**config.mk**
```make
export PLATFORM = sky130hd
export DESIGN_NAME = nand_secded_engine
export DESIGN_NICKNAME = d
export VERILOG_FILES = /design/src/rtl/secded_pkg.sv /design/src/rtl/secded_accum.sv /design/src/rtl/secded_decode.sv /design/src/rtl/nand_secded_engine.sv
export SDC_FILE = /design/constraint.sdc
export NUM_CORES = 1
export LEC_CHECK = 0
export ABC_AREA = 1
export BUFFER_PORTS_ARGS = -buffer_cell sky130_fd_sc_hd__buf_4
export CORE_MARGIN = 5
export CORE_UTILIZATION = 35
export DETAILED_ROUTE_END_ITERATION = 7
export GPL_TIMING_DRIVEN = 1
export PLACE_DENSITY_LB_ADDON = 0.1
export SLEW_MARGIN = 20
export SYNTH_ARGS = -nofsm -noshare
export SYNTH_HDL_FRONTEND = slang
export SYNTH_SLANG_ARGS = --single-unit
export TNS_END_PERCENT = 1
```
**constraint.sdc**
```tcl
create_clock -name clk -period 2.1 [get_ports clk]
set_clock_uncertainty 0.15 [all_clocks]
set_input_delay 0.42 -clock clk [delete_from_list [all_inputs] [get_ports clk]]
set_output_delay 0.42 -clock clk [all_outputs]
set_load 0.1 [all_outputs]
```
**src/rtl/secded_pkg.sv**
```systemverilog
package secded_pkg;

    localparam int BYTE_W   = 8;
    localparam int COL_BITS = 3;

    typedef enum logic [1:0] {
        SEC_CLEAN = 2'd0,
        SEC_FIXED = 2'd1,
        SEC_FAIL  = 2'd2
    } sec_stat_e;

    // Packed so that the main field lands in bits [1:0], spare in [3:2].
    typedef struct packed {
        sec_stat_e spare;
        sec_stat_e main;
    } sec_status_t;

    // Column parity pairs of one byte: pair j splits the bit positions by bit j.
    function automatic logic [2*COL_BITS-1:0] col_parity(input logic [BYTE_W-1:0] d);
        logic [2*COL_BITS-1:0] r;
        r = '0;
        for (int b = 0; b < BYTE_W; b++) begin
            for (int j = 0; j < COL_BITS; j++) begin
                if (b[j]) r[2*j+1] = r[2*j+1] ^ d[b];
                else      r[2*j]   = r[2*j]   ^ d[b];
            end
        end
        return r;
    endfunction

endpackage

```
**src/rtl/secded_accum.sv**
```systemverilog
module secded_accum
    import secded_pkg::*;
#(
    parameter int SECTOR_BYTES = 512
) (
    input  logic                                          clk,
    input  logic                                          rst,
    input  logic                                          in_vld,
    input  logic [BYTE_W-1:0]                             in_byte,
    output logic [2*($clog2(SECTOR_BYTES)+COL_BITS)-1:0]  acc,
    output logic                                          done
);
    localparam int ROW_BITS = $clog2(SECTOR_BYTES);
    localparam int ECC_BITS = 2 * (ROW_BITS + COL_BITS);
    localparam logic [ROW_BITS-1:0] LAST_IDX = ROW_BITS'(SECTOR_BYTES - 1);

    logic [ROW_BITS-1:0] idx;
    logic [ECC_BITS-1:0] contrib;
    logic                bytepar;

    assign bytepar = ^in_byte;
    assign contrib[2*COL_BITS-1:0] = col_parity(in_byte);

    for (genvar k = 0; k < ROW_BITS; k++) begin : g_row
        assign contrib[2*COL_BITS+2*k]   = bytepar & ~idx[k];
        assign contrib[2*COL_BITS+2*k+1] = bytepar &  idx[k];
    end

    always_ff @(posedge clk) begin
        if (rst) begin
            idx  <= '0;
            acc  <= '0;
            done <= 1'b0;
        end else begin
            done <= 1'b0;
            if (in_vld) begin
                idx  <= idx + 1'b1;
                acc  <= ((idx == '0) ? '0 : acc) ^ contrib;
                done <= (idx == LAST_IDX);
            end
        end
    end

endmodule

```
**src/rtl/secded_decode.sv**
```systemverilog
module secded_decode
    import secded_pkg::*;
#(
    parameter int ROW_BITS = 9
) (
    input  logic [2*(ROW_BITS+COL_BITS)-1:0] syn,
    output logic                             correctable,
    output logic                             code_err,
    output logic                             clean,
    output logic [ROW_BITS-1:0]              fix_addr,
    output logic [BYTE_W-1:0]                fix_mask
);
    localparam int PAIRS    = ROW_BITS + COL_BITS;
    localparam int ECC_BITS = 2 * PAIRS;

    logic [PAIRS-1:0]    pair_one;
    logic [COL_BITS-1:0] bitpos;

    for (genvar p = 0; p < PAIRS; p++) begin : g_pair
        assign pair_one[p] = syn[2*p] ^ syn[2*p+1];
    end

    for (genvar j = 0; j < COL_BITS; j++) begin : g_col
        assign bitpos[j] = syn[2*j+1];
    end

    for (genvar k = 0; k < ROW_BITS; k++) begin : g_addr
        assign fix_addr[k] = syn[2*COL_BITS+2*k+1];
    end

    assign correctable = &pair_one;
    assign clean       = (syn == '0);
    assign code_err    = !clean && ((syn & (syn - ECC_BITS'(1))) == '0);
    assign fix_mask    = BYTE_W'(1) << bitpos;

endmodule

```
**src/rtl/nand_secded_engine.sv**
```systemverilog
module nand_secded_engine
    import secded_pkg::*;
#(
    parameter int SECTOR_BYTES = 512
) (
    input  logic                                          clk,
    input  logic                                          rst,
    input  logic                                          ecc_en,
    input  logic                                          rd_mode,
    input  logic                                          in_vld,
    input  logic [7:0]                                    in_byte,
    input  logic [2*($clog2(SECTOR_BYTES)+COL_BITS)-1:0]  stored_ecc,
    output logic                                          ecc_vld,
    output logic [2*($clog2(SECTOR_BYTES)+COL_BITS)-1:0]  ecc_code,
    output logic                                          fix_we,
    output logic [$clog2(SECTOR_BYTES)-1:0]               fix_addr,
    output logic [7:0]                                    fix_mask,
    output logic [3:0]                                    status
);
    localparam int ROW_BITS = $clog2(SECTOR_BYTES);
    localparam int ECC_BITS = 2 * (ROW_BITS + COL_BITS);

    logic [ECC_BITS-1:0] acc, stored_q, syn;
    logic                done, mode_q;
    logic                correctable, code_err, clean;
    sec_status_t         stat_q, stat_d;

    secded_accum #(.SECTOR_BYTES(SECTOR_BYTES)) u_accum (
        .clk     (clk),
        .rst     (rst),
        .in_vld  (in_vld),
        .in_byte (in_byte),
        .acc     (acc),
        .done    (done)
    );

    // Stored code and mode are captured with every byte; the last byte's copy is used.
    always_ff @(posedge clk) begin
        if (rst) begin
            stored_q <= '0;
            mode_q   <= 1'b0;
        end else if (in_vld) begin
            stored_q <= stored_ecc;
            mode_q   <= rd_mode;
        end
    end

    assign syn = acc ^ stored_q;

    secded_decode #(.ROW_BITS(ROW_BITS)) u_decode (
        .syn         (syn),
        .correctable (correctable),
        .code_err    (code_err),
        .clean       (clean),
        .fix_addr    (fix_addr),
        .fix_mask    (fix_mask)
    );

    assign ecc_code = acc;
    assign ecc_vld  = done && ecc_en && !mode_q;
    assign fix_we   = done && ecc_en && mode_q && correctable;

    always_comb begin
        stat_d = stat_q;
        if (!ecc_en) begin
            stat_d = '{spare: SEC_CLEAN, main: SEC_CLEAN};
        end else if (done && mode_q) begin
            if (correctable)             stat_d.main = SEC_FIXED;
            else if (clean || code_err)  stat_d.main = SEC_CLEAN;
            else                         stat_d.main = SEC_FAIL;
            stat_d.spare = code_err ? SEC_FIXED : SEC_CLEAN;
        end
    end

    always_ff @(posedge clk) begin
        if (rst) stat_q <= '{spare: SEC_CLEAN, main: SEC_CLEAN};
        else     stat_q <= stat_d;
    end

    assign status = stat_q;

endmodule

```
==> results of run 1 <==
==> layout make-up <==
type / count / share of cell area
Clock buffer: 11 / 0.0394
Inverter: 86 / 0.0504
Tap cell: 147 / 0.0287
Sequential cell: 62 / 0.200
Clock inverter: 5 / 0.0127
Multi-Input combinational cell: 446 / 0.428
Timing Repair Buffer: 187 / 0.241
==> synth_stat cells (3+ instances only) <==
cell,n
nor3b_2,15
ha_1,19
nand2_2,7
a21oi_1,31
clkbuf_1,8
dfxtp_1,62
inv_2,13
nand3b_1,3
nor4_2,15
buf_1,3
nor2_2,5
o21ai_0,45
nor3_1,14
o22ai_1,17
inv_1,73
buf_2,3
xor2_1,7
nand2_1,128
nand4_1,9
nor2_1,75
xnor2_1,12
nand3_1,24
==> power groups by stage <==
stage | clock (mW) | combinational, mW | sequential (mW)
finish | 1.64 | 2.28 | 1.34
global route | 1.74 | 2.48 | 1.35
CTS | 1.68 | 2.25 | 1.33
detailed placement | 0 | 2.18 | 1.35
global placement | 0 | 2.17 | 1.35
floorplan | 0 | 1.17 | 1.67
==> timing repair <==
action,CTS,global route
gates resized for setup,33,30
hold buffers,0,0
setup buffers,4,1
pin swaps,4,9
endpoints found under the setup margin,8,11
==> kinds of logic after synthesis <==
family                     synth area share
adders and majority gates            0.0556
and+or+nand+nor                       0.362
DFF                                   0.290
AOI/OAI and AO/OA                     0.127
xor gates and xnor gates             0.0541
other                              0.000876
buffers and inverters                 0.111
==> registers in the layout (all words and copies together), names as in the netlist <==
signal and flops:
u_accum.done 1, mode_q 1, stored_q 24, u_accum.idx 9
u_accum.acc 24, status 3
==> worst min-delay path by stage <==
stage,to,start,cells past startpoint,slack (ns)
finish,stored_q[22],stored_ecc[22],3,0.16
global route,stored_q[18],stored_ecc[18],3,0.16
CTS,stored_q[22],stored_ecc[22],3,0.15
detailed placement,status[2],status[2],2,0.32
global placement,status[2],status[2],2,0.30
floorplan,stored_q[10],stored_q[10],2,0.30
==> placed cells by master (no fill, tap or decap), types with 3 or more instances in the layout <==
| master | count |
|---|---|
| buf_4 | 176 |
| nand2_1 | 118 |
| inv_1 | 71 |
| nor2_1 | 65 |
| o21ai_0 | 45 |
| dfxtp_1 | 34 |
| a21oi_1 | 31 |
| dfxtp_2 | 25 |
| nand3_1 | 24 |
| nand2_2 | 17 |
| o22ai_1 | 17 |
| ha_1 | 17 |
| inv_2 | 15 |
| nor4_2 | 15 |
| nor3b_2 | 15 |
| nor2_2 | 14 |
| nor3_1 | 13 |
| xnor2_1 | 11 |
| buf_12 | 11 |
| nand4_1 | 9 |
| clkbuf_16 | 9 |
| xor2_2 | 5 |
| xor2_4 | 3 |
| xnor2_2 | 3 |
| nand3b_1 | 3 |
| dfxtp_4 | 3 |
==> per-layer routing <==
metal / up-vias / global-route usage / share of wire / wire length, um
met5: - / 0 / 0 / 0
met4: 0 / 0.0595 / 0.014 / 176
met3: 14 / 0.0341 / 0.037 / 474
met2: 75 / 0.307 / 0.50 / 6420
met1: 2047 / 0.231 / 0.45 / 5780
li1: 2352 / - / - / -
==> worst reg2reg max path: stages (launching register included) <==
cell     delay [ns]
dfxtp_2        0.33
inv_2          0.05
nand2_1        0.06
nand2_2        0.12
buf_4          0.16
nand2_1        0.06
nor2_2         0.13
nand3_1        0.14
o21ai_1        0.14
nand2_1        0.07
nor2_1         0.10
nand2_1        0.06
nor2_2         0.14
nand2_1        0.06
nand2_1        0.06
a21oi_1        0.06
==> metrics by stage <==
stage / hold slack (ns) / worst slack (ns) / total power, mW / area (um^2)
2_1_floorplan: 0.298 / -0.909 / 2.84 / 4390
3_3_place_gp: 0.305 / -0.327 / 3.52 / 5830
3_5_place_dp: 0.317 / -0.338 / 3.53 / 5830
4_1_cts: 0.150 / -0.553 / 5.26 / 6320
5_1_grt: 0.161 / -0.578 / 5.57 / 6410
6_report: 0.160 / -0.481 / 5.26 / 6410
==> results.toml, run 1 <==
[outcome]
outcome = "finished with violations"
violations = "negative setup slack"

[detailed_routing]
ant_nets = 0
dr_total_vias = 4488
first_iter_violations = 228
viasPerCell = 4.75
wl_um = 12900
drtPass1Iterations = 4
drc_errors = 0
wire_per_inst_um = 13.6

[critical_path]
endpoint_kind = "output port"
slowest_stage = "dfxtp_1"
regToRegStartpoint = "u_accum.acc[1]"
regToRegSetupSlack_ns = 0.09
cpLargestDelayFamily = "simple AND/OR/NAND/NOR gates"
cp_cell_sequence = "inv_1 > nand2_1 > nand2_2 > ha_4 > nand4_1 > nor3_4 > nand2_2 > nor2_4 > buf_12"
crit_type = "register to output port"
rr_worst_depth = 15
r2r_end = "status[1]"
path_buf_inv = 2
cp-endpoint = "fix_we"
slowest_delay_ns = 0.34
cp_num_cells = 9
critPathLaunchType = "register"
required_ns = 1.53
crit_arrival_ns = 2.01
critPathMaxFanout = 2
startpoint = "stored_q[11]"
crit_path_frequent_cell = "nand2_2"

[final_layout]
final.fill_count = 1199
num_antenna_cells = 0
multi_input_area_um2 = 2740
drive_above_1_share = 0.409
postLayoutCoreUtil = 0.533
final_nets = 848
finalNonFillerCells = 944
areaGrowthSynthToFinish_pct = 49.7
regArea_um2 = 1280

[floorplan]
core_um2 = 12000
die_w_um = 121
fp.dieH_um = 121
die_area_um2 = 14500
rows = 40
pin_count = 84
initial_utilization = 0.356

[yosys]
yosys-top-cells-area = "dfxtp_1, nand2_1, nor2_1"
syn_area_um2 = 4280
synth_cell_types = 42
syn_area_per_cell_um2 = 6.96
syn_nets = 671
synthArstFlopShare = 0
yosysTopAreaCell = "dfxtp_1"
synth_top_area_share = 0.290
ys_ff_latch = 62
synth_flop_cell = "dfxtp_1"
synth_cells = 615
yosysSeqAreaShare = 0.290
ys_warn_count = 0
synth_edf_count = 0

[grt]
grt_pass1_vias = 4457
antenna_found_initial = 0
grt_max_degree = 41
grt-ovfl-total = 0
track_usage = 0.181
grt_first_pass_wirelength_um = 21200

[power_and_ir_drop]
pwr-share-seq = 0.254
power.share.combinational = 0.434
p_switching_mw = 2.04
p_int_mw = 3.22
pwr-share-clk = 0.312
p_per_area_nw_per_um2 = 821
worst_ir_drop_vdd_v = 0.000501
leakagePower_nw = 2.98
sw_frac_of_total = 0.388

[timing]
drv_slew = 0
final.min_clock_period_ns = 2.58
fmax_ghz = 0.387
setup_viol = 5
rsz0062_at_grt = "true"
hold_viol = 0
fin_setup_tns_ns = -0.696
layout_setup_ws_ns = -0.481
period_share = 1.23

[clock_tree]
cts_buffers = 9
cts_root_buf = "clkbuf_16"
clock_sinks = 62
cts_tree = "built"
clkTransAtPathRegs_ns = 0.06
h-tree-depth = 3
cts.path.max_buffers = 2
worstSkewPairLatency_ns = 0.33

[min_path]
hp-class = "primary input to register"

[place]
io_buffers = 82
dpl.hpwl_um = 10200
gp_congestion = 0.913
dp.cells = 924

[run]
cap_violations = 0
Note: power is estimated with default switching activity, not from simulation.
==> run 2, diff against run 1 <==
--- a/config.mk
+++ b/config.mk
@@ -5,14 +5,12 @@
 export SDC_FILE = /design/constraint.sdc
 export NUM_CORES = 1
 export LEC_CHECK = 0
-export ABC_AREA = 1
 export BUFFER_PORTS_ARGS = -buffer_cell sky130_fd_sc_hd__buf_4
 export CORE_MARGIN = 5
 export CORE_UTILIZATION = 35
 export DETAILED_ROUTE_END_ITERATION = 7
 export GPL_TIMING_DRIVEN = 1
 export PLACE_DENSITY_LB_ADDON = 0.1
-export SLEW_MARGIN = 20
 export SYNTH_ARGS = -nofsm -noshare
 export SYNTH_HDL_FRONTEND = slang
 export SYNTH_SLANG_ARGS = --single-unit
==> results.toml, run 2 <==
[outcome]
outcome = "finished with violations"
violations = "negative setup slack"

[yosys]
synth_top_area_share = 0.340
ys_warn_count = 0
synthArstFlopShare = 0
ys_ff_latch = 62
synth_cell_types = 51
syn_area_per_cell_um2 = 8.23
yosysTopAreaCell = "dfxtp_1"
synthTopCellsByCount = "nor2_1, dfxtp_1, nand2_1"
yosysSeqAreaShare = 0.340
syn_nets = 499
syn_area_um2 = 3650
synth_flop_cell = "dfxtp_1"
synth_cells = 443
synth_edf_count = 0
synth_most_common_cell = "nor2_1"
yosys-top-cells-area = "dfxtp_1, nor2_1, mux2i_1"

[floorplan]
pin_count = 84
core_um2 = 10200
initial_utilization = 0.356
die_w_um = 112
rows = 37
die_area_um2 = 12600
fp.dieH_um = 112

[final_layout]
num_antenna_cells = 0
final_cell_mix = "buf_4, nor2_1, nand2_1, dfxtp_1, mux2i_1"
areaGrowthSynthToFinish_pct = 61.7
final_common_cell = "buf_4"
multi_input_area_um2 = 2490
reg_top3 = "stored_q x24, u_accum.acc x24, u_accum.idx x9"
regArea_um2 = 1290
final_nets = 692
drive_above_1_share = 0.460
finalNonFillerCells = 777
final.fill_count = 923

[run]
cap_violations = 0

[power_and_ir_drop]
worst_ir_drop_vdd_v = 0.000403
power.share.combinational = 0.499
pwr-share-seq = 0.265
total_power_mw = 5.09
p_switching_mw = 2.10
pwr-share-clk = 0.236
leakagePower_nw = 2.71
p_per_area_nw_per_um2 = 863
sw_frac_of_total = 0.413
p_int_mw = 2.99

[timing]
setup_viol = 8
final.min_clock_period_ns = 2.62
fmax_ghz = 0.381
hold_viol = 0
rsz0062_at_grt = "true"
period_share = 1.25
layout_setup_ws_ns = -0.524
drv_slew = 0

[critical_path]
crit_arrival_ns = 2.05
slowest_stage = "dfxtp_2"
path_buf_inv = 2
crit_type = "register to output port"
critPathLaunchType = "register"
required_ns = 1.53
critPathMaxFanout = 2
slowest_delay_ns = 0.36
endpoint_kind = "output port"
rr_worst_depth = 12
cp_num_cells = 7
cp_cell_sequence = "xor2_2 > inv_2 > ha_4 > nand4_1 > nor3_2 > and4_4 > buf_12"
cpLargestDelayFamily = "simple AND/OR/NAND/NOR gates"

[place]
dp.cells = 747
gp_congestion = 0.887
dpl.hpwl_um = 8990
io_buffers = 82

[grt]
grt_max_degree = 60
grt_pass1_vias = 3811
antenna_found_initial = 0
grt_first_pass_wirelength_um = 19000
grt-ovfl-total = 0
track_usage = 0.189

[clock_tree]
clkTransAtPathRegs_ns = 0.08
cts_tree = "built"
cts_root_buf = "clkbuf_8"
h-tree-depth = 3
cts_buffers = 9
clock_sinks = 62
cts.path.max_buffers = 2
worstSkewPairLatency_ns = 0.35

[detailed_routing]
viasPerCell = 4.71
first_iter_violations = 179
drtPass1Iterations = 4
wl_um = 11800
wire_per_inst_um = 15.2
dr_total_vias = 3657
ant_nets = 0
drc_errors = 0

[min_path]
hold_depth = 3
hp-class = "primary input to register"
## run 2: cell types whose count changed in the layout (fill, tap and decap cells not counted), moves of 15 or more
cell / previous run / this run
nand2_2: 17 / 0
o21ai_0: 45 / 15
nor4_2: 15 / 0
nand2_1: 118 / 48
mux2i_1: 0 / 27
o22ai_1: 17 / 2
inv_1: 71 / 13
nand3_1: 24 / 5
nor3b_2: 15 / 0
xnor2_1: 11 / 26
xor2_1: 1 / 19
## run 2: metal layers
metal | share of wire | track usage | wire length (um)
met1 | 0.44 | 0.236 | 5180
met2 | 0.50 | 0.328 | 5940
met3 | 0.040 | 0.0383 | 469
met4 | 0.019 | 0.0593 | 220
met5 | 0 | 0 | 0
## run 2: timing repair
action | 4_1_cts | 5_1_grt
endpoints found under the setup margin | 10 | 13
cloned | 0 | 0
hold buffers | 0 | 0
buffers inserted | 13 | 2
endpoints found under the hold margin | 0 | 0
pin swaps | 14 | 11
gates resized for setup | 58 | 20
## run 2: final timing paths
check | slack (ns) | endpoint | from
max | -0.52 | fix_we | stored_q[3]
min | 0.15 | stored_q[21] | stored_ecc[21]
max reg2reg | -0.37 | status[1] | stored_q[2]
min reg2reg | 0.31 | status[2] | status[2]
## run 2: tightest hold or removal path, stage by stage
cell	delay, ns
buf_4	0.08
mux2i_1	0.05
nor2_1	0.07
## run 2: cell type report
type / instances / area share
Tap cell: 136 / 0.0288
Timing Repair Buffer: 199 / 0.278
Multi-Input combinational cell: 341 / 0.423
Sequential cell: 62 / 0.218
Inverter: 23 / 0.0146
Clock buffer: 9 / 0.0210
Clock inverter: 7 / 0.0168
## run 2: power by group through the flow
stage | registers (mW) | clock network (mW) | logic [mW]
global placement | 1.36 | 0 | 2.26
CTS | 1.34 | 1.24 | 2.48
floorplan | 1.73 | 0 | 1.05
global route | 1.36 | 1.30 | 2.72
finish | 1.35 | 1.20 | 2.54
detailed placement | 1.36 | 0 | 2.27
## run 2: through the flow
stage / hold WS [ns] / TNS [ns] / setup slack (ns) / utilization / cell area (um^2)
2_1_floorplan: 0.330 / -8.09 / -0.840 / - / 3750
3_3_place_gp: 0.297 / -1.02 / -0.282 / 0.513 / 5250
3_5_place_dp: 0.304 / -1.31 / -0.356 / 0.513 / 5250
4_1_cts: 0.136 / -1.70 / -0.530 / 0.568 / 5810
5_1_grt: 0.157 / -2.61 / -0.618 / 0.577 / 5900
6_report: 0.149 / -1.72 / -0.524 / 0.577 / 5900
## run 2: kinds of logic after synthesis
family | Yosys count | synth area share
flops | 62 | 0.340
buf+inv | 40 | 0.0429
other cells | 1 | 0.00103
mux | 27 | 0.0741
compound gates | 67 | 0.115
simple gates | 167 | 0.206
xor+xnor | 60 | 0.155
fa+ha+maj | 19 | 0.0652
